===== src/rtl/twdac_pkg.sv =====
package twdac_pkg;

    localparam int BYTE_W = 8;

    // transfer phase of the serial link
    typedef enum logic [2:0] {
        PH_IDLE,
        PH_ADDR,
        PH_CMD,
        PH_DLO,
        PH_DHI,
        PH_SKIP
    } phase_t;

    // single-cycle pulses from the link to the register store
    typedef struct packed {
        logic cmd_wr;
        logic lo_wr;
        logic hi_wr;
        logic sync_upd;
        logic sync_clr;
    } strobe_t;

endpackage


===== src/rtl/twdac_pinsync.sv =====
module twdac_pinsync #(
    parameter int STAGES = 2
) (
    input  logic clk,
    input  logic rst_n,
    input  logic scl_in,
    input  logic sda_in,
    output logic scl_s,
    output logic sda_s,
    output logic scl_rise,
    output logic scl_fall,
    output logic start_ev,
    output logic stop_ev
);

    typedef struct packed {
        logic [STAGES-1:0] scl_c;
        logic [STAGES-1:0] sda_c;
        logic              scl_p;
        logic              sda_p;
    } sync_t;

    sync_t q, d;

    always_comb begin
        d       = q;
        d.scl_c = {q.scl_c[STAGES-2:0], scl_in};
        d.sda_c = {q.sda_c[STAGES-2:0], sda_in};
        d.scl_p = q.scl_c[STAGES-1];
        d.sda_p = q.sda_c[STAGES-1];
    end

    always_ff @(posedge clk or negedge rst_n) begin
        if (!rst_n) begin
            q <= '1;   // idle bus lines are high
        end else begin
            q <= d;
        end
    end

    assign scl_s    = q.scl_c[STAGES-1];
    assign sda_s    = q.sda_c[STAGES-1];
    assign scl_rise = scl_s & ~q.scl_p;
    assign scl_fall = ~scl_s & q.scl_p;
    assign start_ev = scl_s & q.scl_p & q.sda_p & ~sda_s;
    assign stop_ev  = scl_s & q.scl_p & ~q.sda_p & sda_s;

endmodule


===== src/rtl/twdac_link.sv =====
module twdac_link
    import twdac_pkg::*;
#(
    parameter logic [3:0] ADDR_HI   = 4'b0100,
    parameter logic [6:0] SYNC_ADDR = 7'b1111110
) (
    input  logic                clk,
    input  logic                rst_n,
    input  logic [2:0]          addr_sel,
    input  logic                scl_s,
    input  logic                sda_s,
    input  logic                scl_rise,
    input  logic                scl_fall,
    input  logic                start_ev,
    input  logic                stop_ev,
    output logic                ack_drive,
    output strobe_t             strb,
    output logic [BYTE_W-1:0]   rx_byte
);

    localparam int CNT_W = $clog2(BYTE_W + 1);
    localparam logic [CNT_W-1:0] FULL = CNT_W'(BYTE_W);

    typedef struct packed {
        phase_t              ph;
        logic [CNT_W-1:0]    cnt;
        logic [BYTE_W-1:0]   sh;
        logic                ack;
        logic                in_ack;
        logic                is_sync;
    } link_t;

    link_t q, d;
    logic [6:0] own_addr;
    logic       accept;

    assign own_addr = {ADDR_HI, addr_sel};

    // accept decision for the byte that just completed
    always_comb begin
        unique case (q.ph)
            PH_ADDR: accept = ((q.sh[7:1] == own_addr) && !q.sh[0]) ||
                              (q.sh[7:1] == SYNC_ADDR);
            PH_CMD,
            PH_DLO,
            PH_DHI:  accept = 1'b1;
            default: accept = 1'b0;
        endcase
    end

    always_comb begin
        d    = q;
        strb = '0;
        if (start_ev) begin
            d.ph      = PH_ADDR;
            d.cnt     = '0;
            d.ack     = 1'b0;
            d.in_ack  = 1'b0;
            d.is_sync = 1'b0;
        end else if (stop_ev) begin
            d.ph      = PH_IDLE;
            d.cnt     = '0;
            d.ack     = 1'b0;
            d.in_ack  = 1'b0;
        end else if (q.ph != PH_IDLE) begin
            if (q.in_ack) begin
                if (scl_rise && q.ack) begin
                    unique case (q.ph)
                        PH_ADDR: begin
                            if (q.is_sync) begin
                                strb.sync_upd = q.sh[0];
                                strb.sync_clr = ~q.sh[0];
                            end
                        end
                        PH_CMD:  strb.cmd_wr = 1'b1;
                        PH_DLO:  strb.lo_wr  = 1'b1;
                        PH_DHI:  strb.hi_wr  = 1'b1;
                        default: ;
                    endcase
                end
                if (scl_fall) begin
                    d.in_ack = 1'b0;
                    d.ack    = 1'b0;
                    d.cnt    = '0;
                    if (!q.ack) begin
                        d.ph = PH_SKIP;
                    end else begin
                        unique case (q.ph)
                            PH_ADDR: d.ph = q.is_sync ? PH_SKIP : PH_CMD;
                            PH_CMD:  d.ph = PH_DLO;
                            PH_DLO:  d.ph = PH_DHI;
                            default: d.ph = PH_SKIP;
                        endcase
                    end
                end
            end else if (scl_rise && (q.cnt < FULL)) begin
                d.sh  = {q.sh[BYTE_W-2:0], sda_s};
                d.cnt = q.cnt + 1'b1;
            end else if (scl_fall && (q.cnt == FULL)) begin
                d.in_ack = 1'b1;
                d.ack    = accept;
                if (q.ph == PH_ADDR) begin
                    d.is_sync = (q.sh[7:1] == SYNC_ADDR);
                end
            end
        end
    end

    always_ff @(posedge clk or negedge rst_n) begin
        if (!rst_n) begin
            q <= '{ph: PH_IDLE, cnt: '0, sh: '0, ack: 1'b0, in_ack: 1'b0, is_sync: 1'b0};
        end else begin
            q <= d;
        end
    end

    assign ack_drive = q.ack;
    assign rx_byte   = q.sh;

    // once driven, the acknowledge is held through the SCL high phase
    assert_ack_held_high_R2: assert property (@(posedge clk) disable iff (!rst_n)
        (q.ack && scl_s && !start_ev && !stop_ev) |=> q.ack);

    // the acknowledge is switched on only while SCL is low
    assert_ack_starts_low_R2: assert property (@(posedge clk) disable iff (!rst_n)
        $rose(q.ack) |-> !scl_s);

    // at most one register strobe per cycle
    assert_one_strobe_R6: assert property (@(posedge clk) disable iff (!rst_n)
        $onehot0(strb));

endmodule


===== src/rtl/twdac_store.sv =====
module twdac_store
    import twdac_pkg::*;
#(
    parameter int CODE_W = 10
) (
    input  logic                clk,
    input  logic                rst_n,
    input  strobe_t             strb,
    input  logic [BYTE_W-1:0]   rx_byte,
    input  logic                stop_ev,
    output logic [CODE_W-1:0]   dac_code,
    output logic                ref_int,
    output logic                pwr_down
);

    localparam int HI_W = CODE_W - BYTE_W;

    typedef struct packed {
        logic              in_sy;
        logic              in_sd;
        logic              in_bg;
        logic [BYTE_W-1:0] lo_hold;
        logic [CODE_W-1:0] in_code;
        logic [CODE_W-1:0] out_code;
        logic              out_bg;
        logic              out_sd;
    } store_t;

    store_t q, d;

    always_comb begin
        d = q;
        if (strb.cmd_wr) begin
            d.in_sy = rx_byte[0];
            d.in_sd = rx_byte[1];
            d.in_bg = rx_byte[2];
        end
        if (strb.lo_wr) begin
            d.lo_hold = rx_byte;
        end
        if (strb.hi_wr) begin
            d.in_code = {rx_byte[HI_W-1:0], q.lo_hold};
        end
        if (stop_ev) begin
            d.out_sd = q.in_sd;
            if (!q.in_sy) begin
                d.out_code = q.in_code;
                d.out_bg   = q.in_bg;
            end
        end
        if (strb.sync_upd && q.in_sy) begin
            d.out_code = q.in_code;
            d.out_bg   = q.in_bg;
            d.out_sd   = q.in_sd;
        end
        if (strb.sync_clr) begin
            d = '0;
        end
    end

    always_ff @(posedge clk or negedge rst_n) begin
        if (!rst_n) begin
            q <= '0;
        end else begin
            q <= d;
        end
    end

    assign dac_code = q.out_code;
    assign ref_int  = q.out_bg;
    assign pwr_down = q.out_sd;

    // outputs move only on STOP or a synchronisation command
    assert_out_hold_R4: assert property (@(posedge clk) disable iff (!rst_n)
        (!stop_ev && !strb.sync_upd && !strb.sync_clr) |=>
        ($stable(q.out_code) && $stable(q.out_bg) && $stable(q.out_sd)));

    // synchronous mode blocks the STOP update of code and reference
    assert_sy_blocks_stop_R6: assert property (@(posedge clk) disable iff (!rst_n)
        (stop_ev && q.in_sy) |=> ($stable(q.out_code) && $stable(q.out_bg)));

    // clear empties every stage
    assert_clear_all_R8: assert property (@(posedge clk) disable iff (!rst_n)
        strb.sync_clr |=> (q.out_code == '0 && q.in_code == '0 && !q.in_sy &&
                           !q.out_bg && !q.out_sd));

endmodule


===== src/rtl/twdac_ctrl.sv =====
module twdac_ctrl
    import twdac_pkg::*;
#(
    parameter logic [3:0] ADDR_HI     = 4'b0100,
    parameter logic [6:0] SYNC_ADDR   = 7'b1111110,
    parameter int         CODE_W      = 10,
    parameter int         SYNC_STAGES = 2
) (
    input  logic              clk,
    input  logic              rst_n,
    input  logic              scl_in,
    input  logic              sda_in,
    input  logic [2:0]        addr_sel,
    output logic              sda_pull,
    output logic [CODE_W-1:0] dac_code,
    output logic              ref_int,
    output logic              pwr_down
);

    logic scl_s, sda_s, scl_rise, scl_fall, start_ev, stop_ev;
    strobe_t           strb;
    logic [BYTE_W-1:0] rx_byte;

    twdac_pinsync #(.STAGES(SYNC_STAGES)) u_sync (
        .clk      (clk),
        .rst_n    (rst_n),
        .scl_in   (scl_in),
        .sda_in   (sda_in),
        .scl_s    (scl_s),
        .sda_s    (sda_s),
        .scl_rise (scl_rise),
        .scl_fall (scl_fall),
        .start_ev (start_ev),
        .stop_ev  (stop_ev)
    );

    twdac_link #(.ADDR_HI(ADDR_HI), .SYNC_ADDR(SYNC_ADDR)) u_link (
        .clk       (clk),
        .rst_n     (rst_n),
        .addr_sel  (addr_sel),
        .scl_s     (scl_s),
        .sda_s     (sda_s),
        .scl_rise  (scl_rise),
        .scl_fall  (scl_fall),
        .start_ev  (start_ev),
        .stop_ev   (stop_ev),
        .ack_drive (sda_pull),
        .strb      (strb),
        .rx_byte   (rx_byte)
    );

    twdac_store #(.CODE_W(CODE_W)) u_store (
        .clk      (clk),
        .rst_n    (rst_n),
        .strb     (strb),
        .rx_byte  (rx_byte),
        .stop_ev  (stop_ev),
        .dac_code (dac_code),
        .ref_int  (ref_int),
        .pwr_down (pwr_down)
    );

endmodule


===== config.mk =====
export PLATFORM = sky130hd
export DESIGN_NAME = twdac_ctrl
export DESIGN_NICKNAME = d
export VERILOG_FILES = /design/src/rtl/twdac_pkg.sv /design/src/rtl/twdac_pinsync.sv /design/src/rtl/twdac_link.sv /design/src/rtl/twdac_store.sv /design/src/rtl/twdac_ctrl.sv
export SDC_FILE = /design/constraint.sdc
export NUM_CORES = 1
export LEC_CHECK = 0
export BUFFER_PORTS_ARGS = -buffer_cell sky130_fd_sc_hd__buf_2
export CAP_MARGIN = 0
export CORE_ASPECT_RATIO = 0.75
export CORE_UTILIZATION = 40
export CTS_CLUSTER_SIZE = 14
export DETAILED_ROUTE_END_ITERATION = 8
export PLACE_DENSITY = 0.63
export SLEW_MARGIN = 5
export SYNTH_ARGS = -nofsm -noshare
export SYNTH_HDL_FRONTEND = slang
export SYNTH_SLANG_ARGS = --single-unit

===== constraint.sdc =====
create_clock -name clk -period 2.15 [get_ports clk]
set_input_delay 0.43 -clock clk [delete_from_list [all_inputs] [get_ports clk]]
set_output_delay 0.43 -clock clk [all_outputs]
set_load 0.05 [all_outputs]

# [After elaboration in Yosys (flattened, before gate mapping)]
# Index checks and enable logic that the tools add are counted.
[totals] register_bits=57 input_bits=7 word_cells=113
[classes] add_sub_neg=1 order_cmp=1 n_eq_ne=13 muxes=38 bitwise_logic=15 reduce_logical=27
[ops] op="12-bit two-way mux" n=3
[ops] op="33-bit two-way mux" n=1
[ops] op="5-bit two-way mux" n=5
[ops] op="3-bit two-way mux" n=7
[ops] op="7-bit two-way mux" n=3
[ops] op="18-bit two-way mux" n=1
[ops] op="8-bit two-way mux" n=2
[ops] op="3-bit nonzero test" n=5
[ops] op="2-bit nonzero test" n=6
[ops] op="11-bit two-way mux" n=1
[ops] op="10-bit two-way mux" n=1
[ops] op="2-bit two-way mux" n=5
[ops] op="3-bit case mux with 3 select lines" n=1
[ops] op="4-bit by 3-bit inequality test with 1-bit output (second input constant)" n=2
[ops] op="1-bit NOT" n=8
[ops] op="4-bit nonzero test" n=2
[ops] op="1-bit AND" n=7
[ops] op="7-bit by 6-bit == test with 1-bit output" n=1
[ops] op="7-bit == test (second input constant)" n=1
[ops] op="3-bit by 2-bit == test with 1-bit output (second input constant)" n=2
[ops] op="1-bit two-way mux" n=6
[ops] op="2-bit inequality test (second input constant)" n=3
[ops] op="3-bit AND reduction" n=2
[ops] op="6-bit AND reduction" n=1
[ops] op="15 further kinds" n=19

# [Logic depth before layout (Yosys ltp)]
[logic_depth] word_depth=11 depth_mapped=8 mapped_depth_nobuf=6

# [Modules after synthesis]
# From an unflattened synthesis, not the netlist that was laid out.
[unflattened] cells_unflattened=254 area_unflattened_um2=2831.5
[modules_own_cells] module="twdac_store" n_inst=1 cells_each=131 area_each_um2=1524.0 seq_area_each_um2=825.8
[modules_own_cells] module="twdac_link" n_inst=1 cells_each=113 area_each_um2=1117.3 seq_area_each_um2=450.4
[modules_own_cells] module="twdac_pinsync" n_inst=1 cells_each=10 area_each_um2=190.2 seq_area_each_um2=157.7

# [Worst setup path after synthesis]
# OpenSTA, ideal clock, no wires.
[synth_path] path_type="register -> register" from="register u_link.q, in the netlist u_link.ack_drive" to="register u_store.q[23] (netlist bit)" setup_time_ns=0.118 arrival_time_ns=1.569 required_time_ns=2.032 setup_slack_ns=0.463 path_stages_with_launch=7 period_less_slack_ns=1.687 cell_sequence="dfrtp_1 -> and4b_1 -> buf_6 -> and4_1 -> buf_4 -> mux2i_1 -> nor2_1"
[synth_between] elab_chain_cells=7 word_cells_on_any_way=8
[synth_rtl] element="start: declaration" line="twdac_link.sv:33" rtl="link_t q, d;"
[synth_rtl] element="start signal: assignment" line="twdac_link.sv:111" rtl="q <= '{ph: PH_IDLE, cnt: '0, sh: '0, ack: 1'b0, in_ack: 1'b0, is_sync: 1'b0};"
[synth_rtl] element="1-bit logical AND *" line="twdac_link.sv:67" rtl="if (scl_rise && q.ack) begin"
[synth_rtl] element="5-bit two-way mux *" line="twdac_link.sv:67"
[synth_rtl] element="5-bit two-way mux *" line="twdac_link.sv:66" rtl="if (q.in_ack) begin"
[synth_rtl] element="5-bit two-way mux *" line="twdac_link.sv:65" rtl="end else if (q.ph != PH_IDLE) begin"
[synth_rtl] element="5-bit two-way mux *" line="twdac_link.sv:60" rtl="end else if (stop_ev) begin"
[synth_rtl] element="5-bit two-way mux *" line="twdac_link.sv:54" rtl="if (start_ev) begin"
[synth_rtl] element="33-bit two-way mux or 2-bit nonzero test (tied branches)"
[synth_rtl] element="end signal: assignment" line="twdac_store.sv:63" rtl="q <= '0;"
[synth_rtl] element="end signal: assignment" line="twdac_store.sv:65" rtl="q <= d;"
[synth_rtl] element="end: declaration" line="twdac_store.sv:29" rtl="store_t q, d;"
# Every way passes the cells marked *; elsewhere a longest branch is shown, timed or not.
# A chain may end at the register's enable or synchronous reset.

# [Worst setup path in the final report]
[layout_path] from="register u_sync.q, in the netlist u_sync.scl_s" to="register u_store.q[24] (netlist bit)"
[layout_between] elab_chain_cells=8 word_cells_on_any_way=14
[layout_rtl] element="start: declaration" line="twdac_pinsync.sv:23" rtl="sync_t q, d;"
[layout_rtl] element="start signal: assignment" line="twdac_pinsync.sv:35" rtl="q <= '1;"
[layout_rtl] element="start signal: assignment" line="twdac_pinsync.sv:37" rtl="q <= d;"
[layout_rtl] element="1-bit AND" line="twdac_pinsync.sv:43" rtl="assign scl_rise = scl_s & ~q.scl_p;"
[layout_rtl] element="1-bit logical AND" line="twdac_link.sv:67"
[layout_rtl] element="5-bit two-way mux" line="twdac_link.sv:67"
[layout_rtl] element="5-bit two-way mux" line="twdac_link.sv:66"
[layout_rtl] element="5-bit two-way mux" line="twdac_link.sv:65"
[layout_rtl] element="5-bit two-way mux" line="twdac_link.sv:60"
[layout_rtl] element="5-bit two-way mux *" line="twdac_link.sv:54"
[layout_rtl] element="33-bit two-way mux or 2-bit nonzero test (tied branches)"
# Marks and branches as above.

==> run_results.csv <==
group,metric,value,unit
outcome,outcome,"finished clean",
floorplan,dieWidth,97.14,um
layout,syn_to_final_growth,7.327,%
setup_path,cp_cell_sequence,"and4b_1 -> and4_1 -> mux2i_1 -> nor2_1",
layout,nFillCells,622,
yosys,synthesis.nets,264,
yosys,yosys.area.top_type_share,0.4700,
timing,worstMarginPinSlew,568.4,ps
setup_path,arrival,2180,ps
detailed_routing,firstDrtPassIters,4,
detailed_routing,vias_per_cell,5.184,
timing,slew-limit-headroom,0.6211,
flow_run,drv_cap,0,
power,power.leakage,1.293,nW
power,p_switching,667.5,uW
detailed_routing,vias,1804,
power,peakVddDrop,0.3213,mV
clock_tree,cts.sinks,57,
yosys,yosysWarnings,0,
yosys,synth_commonest_cells,"dfrtp_1 (51), nand2_1 (44), nor2_1 (17)",
setup_path,start_kind,"flip-flop",
power,clkPwrFrac,0.359,
placed_design,dp_hpwl,3.535,mm
layout,final_area,2914,um2
clock_tree,path_clk_slew,70,ps
floorplan,row_count,25,
yosys,synthArstFlopShare,1.000,
layout,antennaDiodeCount,0,
setup_path,cpMaxStageDelayCell,"dfstp_2",
power,p_total,2.380,mW
yosys,syn_area,2715,um2
clock_tree,htree_levels,3,
global_route,grt-ovfl-total,0,
yosys,synth_cell_types,50,
timing,min_period,1970,ps
clock_tree,cts-root-buf,"clkbuf_8",
layout,num-nets-final,272,
setup_path,cp_slowest_stage_delay,590,ps
floorplan,die_height,73.35,um
timing,hold_viol,0,
yosys,synth_flop_cell,"dfrtp_1",
power,power.share.sequential,0.528,
timing,setup_viol,0,
clock_tree,post_cts_buffers,0,
clock_tree,clock_path_buffers,2,
setup_path,endpoint_kind,"flip-flop",
placed_design,place_area,2751,um2
yosys,seq_area_frac_synth,0.5281,
clock_tree,cts.repair.resized,0,
placed_design,portBuffers,19,
power,intPower,1.713,mW
setup_path,crit_path_max_fanout,9,
yosys,synth_area_leaders,"dfrtp_1 (47%), nand2_1 (6.1%), dfstp_2 (5.8%)",
detailed_routing,post-route-drc-count,0,
setup_path,required,2360,ps
setup_path,crit_family,"simple AND/OR/NAND/NOR gates",
yosys,syn_inst,255,
timing,clock-skew-final,7.794,ps
floorplan,core_area,6412,um2
global_route,antenna_found_initial,0,
floorplan,start_util,0.4234,
global_route,grt_max_degree,35,
detailed_routing,postRouteAntennaNets,0,
yosys,syn_area_per_cell,10.65,um2
floorplan,ios,20,
setup_path,worstSetupPathType,"flip-flop to flip-flop",
layout,final_layout_size_suffix_gt1_frac,0.2285,
clock_tree,postCtsHoldBufs,0,
power,powerDensity,816.8,nW/um2
yosys,ys_ff_latch,57,
global_route,grt_pass1_wl,8.963,mm
clock_tree,cts_buffers,9,
detailed_routing,wl_per_cell,14.63,um
global_route,grt_pass1_vias,1741,
placed_design,place.gp.congestion,0.8089,
power,netSwitchingFraction,0.2805,
global_route,grt_use_total,0.1653,
yosys,yosysMostFrequentCell,"dfrtp_1",
detailed_routing,wl,5.091,mm
clock_tree,clkLatencyLatePin,340,ps
setup_path,path_buf_inv,0,
timing,slew_viol_final,0,
yosys,synth_edf_count,0,
detailed_routing,first_iter_violations,86,
clock_tree,cts_tree,"built",
floorplan,design.die.area,7125,um2
power,pwr-share-comb,0.113,
yosys,synth_top_area_cell,"dfrtp_1",
timing,tns,0,ps
layout,final_core_util,0.4544,
timing,achievable-frequency,507.7,MHz
timing,rsz0062_at_grt,"false",
hold_path,hp-class,"primary input to asynchronous set/reset pin",
timing,period_share,0.9161,
-- worst reg2reg max path, delay by kind of cell, from the launching register on --
family	cells	cell delay, ps
multiplexers	1	280
flip-flops	1	590
AND/OR/NAND/NOR	3	960
-- registers in the layout, summed over array words and instances, names as in the netlist --
signal            cells
u_sync.scl_s          1
u_sync.sda_s          1
u_link.rx_byte        8
u_link.q              9
u_store.ref_int       1
u_store.dac_code     10
u_sync.q              2
u_store.pwr_down      1
u_store.q            21
u_link.ack_drive      1
u_sync.d              2
-- power by group through the flow --
stage | Sequential, mW | Clock (mW) | Combinational, mW
2_1_floorplan | 1.22 | 0 | 0.238
3_3_place_gp | 1.28 | 0 | 0.265
3_5_place_dp | 1.28 | 0 | 0.267
4_1_cts | 1.26 | 0.888 | 0.271
5_1_grt | 1.27 | 0.930 | 0.305
6_report | 1.26 | 0.854 | 0.269
-- per-layer routing --
layer,share of wire,track usage,vias to the layer above,routed length [um]
met5,0,0,-,0
met4,0.020,0.07463,0,102
met3,0.041,0.06089,9,207
met2,0.42,0.2261,30,2127
met1,0.52,0.2325,886,2653
li1,-,-,879,-
-- worst paths after layout --
kind / startpoint / endpoint / slack, ps / cells after the start
hold reg to reg: u_sync.d[3]$_DFF_PN1_ / u_sync.sda_s$_DFF_PN1_ / 360 / 0
min in group clk: scl_in / u_sync.d[5]$_DFF_PN1_ / 190 / 1
max in group asynchronous: rst_n / u_sync.sda_s$_DFF_PN1_ / 1430 / 2
hold / removal: rst_n / u_store.dac_code[5]$_DFFE_PN0P_ / 80 / 1
setup / recovery: u_sync.scl_s$_DFF_PN1_ / u_store.q[24]$_DFFE_PN0P_ / 180 / 4
setup reg to reg: u_sync.scl_s$_DFF_PN1_ / u_store.q[24]$_DFFE_PN0P_ / 180 / 4
-- cells by family (layout without fill, tap and decap cells) --
kind of cell / Yosys count / after routing / synth area share
AOI/OAI and AO/OA: 46 / 46 / 0.1069
muxes: 19 / 19 / 0.07696
DFF: 57 / 57 / 0.5281
buffers and inverters: 31 / 43 / 0.07880
and+or+nand+nor: 96 / 96 / 0.1871
xor gates and xnor gates: 4 / 4 / 0.01291
adders and majority gates: 2 / 2 / 0.009215
-- final cells by class --
cell class	count	area [um2]	share of cell area
Timing Repair Buffer	21	122.6	0.04208
Tap cell	81	101.3	0.03478
Clock buffer	12	145.1	0.04981
Multi-Input combinational cell	167	1067	0.3663
Sequential cell	57	1434	0.4921
Inverter	7	26.28	0.009017
Clock inverter	3	17.52	0.006011
-- per-stage QoR --
step                cells  setup WS (ps)  hold WS, ps
floorplan             255          462.8        134.4
global placement      333          327.3        347.1
detailed placement    333          202.2        346.8
CTS                   348          177.7        77.62
global route          348          99.41        100.6
finish                348          180.4        76.31
-- layout by cell type (no fill, tap or decap), types with 5 or more instances in the layout --
cell and count:
a21oi_1 12, nand2b_1 6, dfstp_2 6, nand2_1 44
clkbuf_8 10, mux2i_1 10, dfrtp_1 51, nor2_1 17
buf_2 19, inv_1 7, mux2_2 7, nand3_1 5
o21ai_0 15
Power figures use the tool's default switching activity.
